--- config.mk ---
export PLATFORM = sky130hd
export DESIGN_NAME = ovf_timer
export DESIGN_NICKNAME = d
export VERILOG_FILES = /design/src/rtl/ovt_pkg.sv /design/src/rtl/ovt_decode.sv /design/src/rtl/ovt_counter.sv /design/src/rtl/ovt_intc.sv /design/src/rtl/ovf_timer.sv
export SDC_FILE = /design/constraint.sdc
export NUM_CORES = 1
export LEC_CHECK = 0
export BUFFER_PORTS_ARGS = -buffer_cell sky130_fd_sc_hd__buf_2
export CAP_MARGIN = 15
export CORE_MARGIN = 4
export CORE_UTILIZATION = 51
export CTS_CLUSTER_SIZE = 14
export DETAILED_ROUTE_END_ITERATION = 10
export GPL_TIMING_DRIVEN = 1
export PLACE_DENSITY = 0.73
export SYNTH_ARGS = -nofsm -noshare
export SYNTH_HDL_FRONTEND = slang
export SYNTH_SLANG_ARGS = --single-unit
--- constraint.sdc ---
create_clock -name clk -period 3.2 [get_ports clk]
set_clock_uncertainty 0.15 [all_clocks]
set_input_delay 0.8 -clock clk [delete_from_list [all_inputs] [get_ports clk]]
set_output_delay 0.8 -clock clk [all_outputs]
set_load 0.03 [all_outputs]
--- src/rtl/ovt_pkg.sv ---
package ovt_pkg;
  localparam int DATA_W   = 32;
  localparam int NREG     = 5;
  localparam int IDX_STAT = 0;
  localparam int IDX_IEN  = 1;
  localparam int IDX_CTRL = 2;
  localparam int IDX_CNT  = 3;
  localparam int IDX_LOAD = 4;
  localparam int IEN_W    = 3;
  localparam int CTRL_W   = 2;
  localparam int OVF_BIT  = 1;
  localparam int START_BIT = 0;
  localparam int AUTO_BIT  = 1;

  // Byte offset of register idx in the selected layout
  function automatic logic [7:0] reg_offset(input int layout, input int idx);
    logic [7:0] off;
    case (idx)
      IDX_STAT: off = (layout == 0) ? 8'h28 : 8'h18;
      IDX_IEN:  off = (layout == 0) ? 8'h2C : 8'h1C;
      IDX_CTRL: off = (layout == 0) ? 8'h38 : 8'h24;
      IDX_CNT:  off = (layout == 0) ? 8'h3C : 8'h28;
      default:  off = (layout == 0) ? 8'h40 : 8'h2C;
    endcase
    return off;
  endfunction

  // Next counter value for one tick: wrap takes the reload value
  function automatic logic [DATA_W-1:0] advance(input logic [DATA_W-1:0] cur,
                                                input logic [DATA_W-1:0] ld);
    return (&cur) ? ld : cur + 1'b1;
  endfunction
endpackage

--- src/rtl/ovt_decode.sv ---
module ovt_decode
  import ovt_pkg::*;
#(
  parameter int ADDR_W = 8,
  parameter int LAYOUT = 0
) (
  input  logic [ADDR_W-1:0] addr,
  output logic [NREG-1:0]   hit
);
  for (genvar i = 0; i < NREG; i++) begin : g_hit
    assign hit[i] = (addr == ADDR_W'(reg_offset(LAYOUT, i)));
  end

  always_comb begin
    a_r2_single_hit: assert ($onehot0(hit));
  end
endmodule

--- src/rtl/ovt_counter.sv ---
module ovt_counter
  import ovt_pkg::*;
(
  input  logic              clk,
  input  logic              rst_n,
  input  logic              run,
  input  logic              tick_en,
  input  logic              cnt_we,
  input  logic [DATA_W-1:0] wdata,
  input  logic [DATA_W-1:0] load,
  output logic [DATA_W-1:0] cnt_q,
  output logic              ovf_evt
);
  logic step;
  logic at_max;

  always_comb begin
    step    = run & tick_en;
    at_max  = &cnt_q;
    ovf_evt = step & at_max & ~cnt_we;
  end

  always_ff @(posedge clk or negedge rst_n) begin
    if (!rst_n)      cnt_q <= '0;
    else if (cnt_we) cnt_q <= wdata;
    else if (step)   cnt_q <= advance(cnt_q, load);
  end

  a_r3_increment: assert property (@(posedge clk) disable iff (!rst_n)
    step && !cnt_we && !at_max |=> cnt_q == DATA_W'($past(cnt_q) + 1'b1));
  a_r3_hold: assert property (@(posedge clk) disable iff (!rst_n)
    !step && !cnt_we |=> $stable(cnt_q));
  a_r4_preset_wins: assert property (@(posedge clk) disable iff (!rst_n)
    cnt_we && step |=> cnt_q == $past(wdata));
  a_r5_reload: assert property (@(posedge clk) disable iff (!rst_n)
    ovf_evt |=> cnt_q == $past(load));
endmodule

--- src/rtl/ovt_intc.sv ---
module ovt_intc
  import ovt_pkg::*;
(
  input  logic              clk,
  input  logic              rst_n,
  input  logic              ovf_evt,
  input  logic              clr_ovf,
  input  logic              ien_we,
  input  logic [IEN_W-1:0]  ien_wdata,
  output logic [DATA_W-1:0] stat,
  output logic [DATA_W-1:0] ien,
  output logic              irq
);
  logic             ovf_q;
  logic [IEN_W-1:0] ien_q;

  always_ff @(posedge clk or negedge rst_n) begin
    if (!rst_n)       ovf_q <= 1'b0;
    else if (ovf_evt) ovf_q <= 1'b1;
    else if (clr_ovf) ovf_q <= 1'b0;
  end

  always_ff @(posedge clk or negedge rst_n) begin
    if (!rst_n)      ien_q <= '0;
    else if (ien_we) ien_q <= ien_wdata;
  end

  always_comb begin
    stat = DATA_W'(ovf_q) << OVF_BIT;
    ien  = DATA_W'(ien_q);
    irq  = |(stat & ien);
  end

  a_r6_set: assert property (@(posedge clk) disable iff (!rst_n)
    ovf_evt |=> stat[OVF_BIT]);
  a_r6_clear: assert property (@(posedge clk) disable iff (!rst_n)
    clr_ovf && !ovf_evt |=> !stat[OVF_BIT]);
  a_r9_masked: assert property (@(posedge clk) disable iff (!rst_n)
    !ien[OVF_BIT] |-> !irq);
  a_r9_level: assert property (@(posedge clk) disable iff (!rst_n)
    stat[OVF_BIT] && ien[OVF_BIT] |-> irq);
endmodule

--- src/rtl/ovf_timer.sv ---
module ovf_timer
  import ovt_pkg::*;
#(
  parameter int ADDR_W = 8,
  parameter int LAYOUT = 0
) (
  input  logic              clk,
  input  logic              rst_n,
  input  logic              tick_en,
  input  logic [ADDR_W-1:0] bus_addr,
  input  logic              bus_wr,
  input  logic [DATA_W-1:0] bus_wdata,
  output logic [DATA_W-1:0] bus_rdata,
  output logic              irq
);
  logic [NREG-1:0]   hit;
  logic [NREG-1:0]   we;
  logic [CTRL_W-1:0] ctrl_q;
  logic [DATA_W-1:0] load_q;
  logic [DATA_W-1:0] cnt_q;
  logic [DATA_W-1:0] stat;
  logic [DATA_W-1:0] ien;
  logic              ovf_evt;
  logic              clr_ovf;

  ovt_decode #(.ADDR_W(ADDR_W), .LAYOUT(LAYOUT)) u_dec (
    .addr(bus_addr), .hit(hit)
  );

  assign we      = hit & {NREG{bus_wr}};
  assign clr_ovf = we[IDX_STAT] & bus_wdata[OVF_BIT];

  always_ff @(posedge clk or negedge rst_n) begin
    if (!rst_n)             load_q <= '0;
    else if (we[IDX_LOAD])  load_q <= bus_wdata;
  end

  always_ff @(posedge clk or negedge rst_n) begin
    if (!rst_n)                          ctrl_q <= '0;
    else if (we[IDX_CTRL])               ctrl_q <= bus_wdata[CTRL_W-1:0];
    else if (ovf_evt && !ctrl_q[AUTO_BIT]) ctrl_q[START_BIT] <= 1'b0;
  end

  ovt_counter u_cnt (
    .clk(clk), .rst_n(rst_n), .run(ctrl_q[START_BIT]), .tick_en(tick_en),
    .cnt_we(we[IDX_CNT]), .wdata(bus_wdata), .load(load_q),
    .cnt_q(cnt_q), .ovf_evt(ovf_evt)
  );

  ovt_intc u_irq (
    .clk(clk), .rst_n(rst_n), .ovf_evt(ovf_evt), .clr_ovf(clr_ovf),
    .ien_we(we[IDX_IEN]), .ien_wdata(bus_wdata[IEN_W-1:0]),
    .stat(stat), .ien(ien), .irq(irq)
  );

  always_comb begin
    bus_rdata = '0;
    if (hit[IDX_STAT])      bus_rdata = stat;
    else if (hit[IDX_IEN])  bus_rdata = ien;
    else if (hit[IDX_CTRL]) bus_rdata = DATA_W'(ctrl_q);
    else if (hit[IDX_CNT])  bus_rdata = cnt_q;
    else if (hit[IDX_LOAD]) bus_rdata = load_q;
  end

  a_r7_oneshot_stop: assert property (@(posedge clk) disable iff (!rst_n)
    ovf_evt && !ctrl_q[AUTO_BIT] && !we[IDX_CTRL] |=> !ctrl_q[START_BIT]);
  a_r5_autoreload_runs: assert property (@(posedge clk) disable iff (!rst_n)
    ovf_evt && ctrl_q[AUTO_BIT] && !we[IDX_CTRL] |=> ctrl_q[START_BIT]);
endmodule

==> impl_metrics.tcl <==
set metrics [dict create \
    highest_layer "met4" \
    antenna_found_initial 0 \
    grt.overflow.total 0 \
    cts.sinks 70 \
    drt_wl_total_mm 11.50 \
    wl_met3_um 594 \
    synth_seq_cells 70 \
    drtIter0Drc 253 \
    status "completed" \
    wl_per_cell_um 18.14 \
    grt_pass1_wl_mm 19.24 \
    clkPwrFrac_pct 35.1 \
    async_flop_share_pct 100.0 \
    synth_ff_type "dfrtp_1" \
    clock_latency_ps 350 \
    routed-via-count 3847 \
    internal_power_mw 1.459 \
    ys_warn_count 0 \
    syn_inst 443 \
    power.density_nw_per_um2 397.2 \
    dp_hpwl_mm 7.840 \
    cts-root-buf "clkbuf_8" \
    relSlewSlack_pct 58.78 \
    coreArea_um2 7888 \
    num_rows 32 \
    start_kind "input port" \
    yosysMostFrequentCell "dfrtp_1" \
    num-nets-final 572 \
    area_delta_synth_final_pct 22.23 \
    synth_area_leaders "dfrtp_1 41%, mux2_2 9.1%, a22o_1 6.2%" \
    dr.pass1.iters 4 \
    hold_viol 0 \
    cts_setup_buffers 0 \
    place.gp.congestion 0.8421 \
    setup_viol 0 \
    cts_buffer_depth 2 \
    timing.hold.ws_ps 232.9 \
    synth_top_area_share_pct 41.44 \
    p_sw_share_pct 28.91 \
    grt_usage_pct 24.42 \
    ant_nets 0 \
    cts_buffers 9 \
    synth_top_cell_by_area "dfrtp_1" \
    viasPerCell 6.068 \
    fmax_mhz 315.6 \
    p_comb_share_pct 12.9 \
    period_minus_slack_ps 3169 \
    finalCritPeriodShare_pct 99.02 \
    final_max_slew_viol_count 0 \
    syn_nets 488 \
    seq_area_frac_synth_pct 41.44 \
    critical_path_arrival_ps 2220 \
    wirelength_met1_mm 5.086 \
    finalPower_mw 2.052 \
    ios 77 \
    routed-wl-met2_mm 5.620 \
    nFillCells 673 \
    avgSynthCellArea_um2 9.541 \
    cts_tree "yes" \
    initial_utilization_pct 53.59 \
    io_buffers 76 \
    p_leak_nw 2.496 \
    synth-edff-count 0 \
    syn_area_um2 4227 \
    crit_type "input port to output pin" \
    die_height_um 99.04 \
    worstPathMaxFanout 15 \
    power.switching_uw 593.2 \
    antennaDiodeCount 0 \
    end_kind "output pin" \
    synthDistinctLibCells 55 \
    grt_max_degree 36 \
    yosys-top-cells-count "70 x dfrtp_1, 53 x nand2_1, 34 x mux2_2" \
    design_area_um2 5166 \
    ir_drop_uv 269.6 \
    die_w_um 99.04 \
    min_path_type "input port to asynchronous set/reset pin" \
    cts_max_level 3 \
    maxCapViolCount 0 \
    cp.required_ps 2250 \
    place_area_um2 4861 \
    fp.dieArea_um2 9808 \
    drc 0 \
    cts.clk_slew.worst_paths_ps 80 \
    cts_hold_buf 0 \
    worstMarginPinSlew_ps 617.1 \
    grt_pass1_vias 3833 \
    drive_gt1_share_pct 37.22 \
    p_seq_share_pct 52.0 \
]
flip-flops by register name (all words and copies together), names as in the netlist:
signal	cells
load_q	32
u_cnt.cnt_q	32
u_irq.ien_q	3
ctrl_q	2
u_irq.ovf_q	1
final timing paths:
| kind | from | endpoint | slack [ps] | cells past startpoint |
|---|---|---|---|---|
| worst max-delay path | bus_addr[1] | bus_rdata[31] | 30 | 7 |
| worst min-delay path | rst_n | u_cnt.cnt_q[24] | 230 | 1 |
| worst max register to register | u_cnt.cnt_q[0] | u_cnt.cnt_q[25] | 650 | 10 |
| worst min register to register | load_q[4] | u_cnt.cnt_q[4] | 350 | 2 |
| max in group asynchronous | rst_n | load_q[12] | 1950 | 2 |
| min in group clk | load_q[4] | u_cnt.cnt_q[4] | 350 | 2 |
per-layer routing:
| metal | up-vias | track usage [%] |
|---|---|---|
| li1 | 1819 | - |
| met1 | 1901 | 32.72 |
| met2 | 110 | 39.15 |
| met3 | 17 | 5.308 |
| met4 | 0 | 8.403 |
| met5 | - | 0 |
power by group through the flow:
stage / Combinational (mW) / Clock [mW] / Sequential (mW)
2_1_floorplan: 0.185 / 0 / 1.05
3_3_place_gp: 0.250 / 0 / 1.08
3_5_place_dp: 0.263 / 0 / 1.08
4_1_cts: 0.266 / 0.733 / 1.06
5_1_grt: 0.301 / 0.773 / 1.08
6_report: 0.265 / 0.721 / 1.07
final cells by class:
cell class	instances	area, um2	share of cell area [%]
inverters	7	26.28	0.5086
clock buffers	9	123.9	2.398
well taps	102	127.6	2.470
clock inverters	7	73.82	1.429
multi-input cells	338	2380	46.06
repair buffers	101	683.2	13.22
flip-flops and latches	70	1752	33.91
through the flow:
stage	setup TNS, ps	cells	setup WS, ps	utilization, %
2_1_floorplan	-535.9	443	-26.80	-
5_1_grt	-33.94	634	-7.143	65.50
3_3_place_gp	0	617	9.882	61.63
6_report	0	634	31.49	65.50
3_5_place_dp	-280.5	617	-26.45	61.63
4_1_cts	0	634	22.65	65.09
cells in the final DEF, fill, tap and decap left out, drive strengths merged, types with 4 or more instances in the layout:
cell type and count:
dfrtp 70, and4 4, o21ai 15, mux2 34, nor2 29, nand4 11
and3 20, a21o 11, buf 97, clkbuf 13, inv 8, nor4 7
xor2 9, nand2 55, o221ai 5, a21oi 21, a22o 30, xnor2 15
o211ai 6, nand3 19, nor3 10, clkinv 4, o22ai 4
kinds of logic (layout without fill, tap and decap cells):
group	count (synthesis)	in the layout	share of synthesized area, %
adder cells (fa/ha/maj)	1	1	0.2960
XOR/XNOR	24	24	4.974
buffers and inverters	35	124	3.818
AND/OR/NAND/NOR	169	169	21.17
flip-flops	70	70	41.44
AO/OA/AOI/OAI	108	108	18.77
multiplexers	36	36	9.532
worst max-delay path: stages:
cell and delay [ps]:
buf_2 100, or3_4 420, nor2_4 130, and3_4 250, buf_12 170, a22o_2 170, clkbuf_4 180
repair_timing:
action,4_1_cts,5_1_grt
hold endpoints to repair,0,0
resized for setup,19,11
pin swaps,0,2
cloned,1,0
setup endpoints to repair,31,18
No activity file was read; power rests on OpenSTA's default activity.
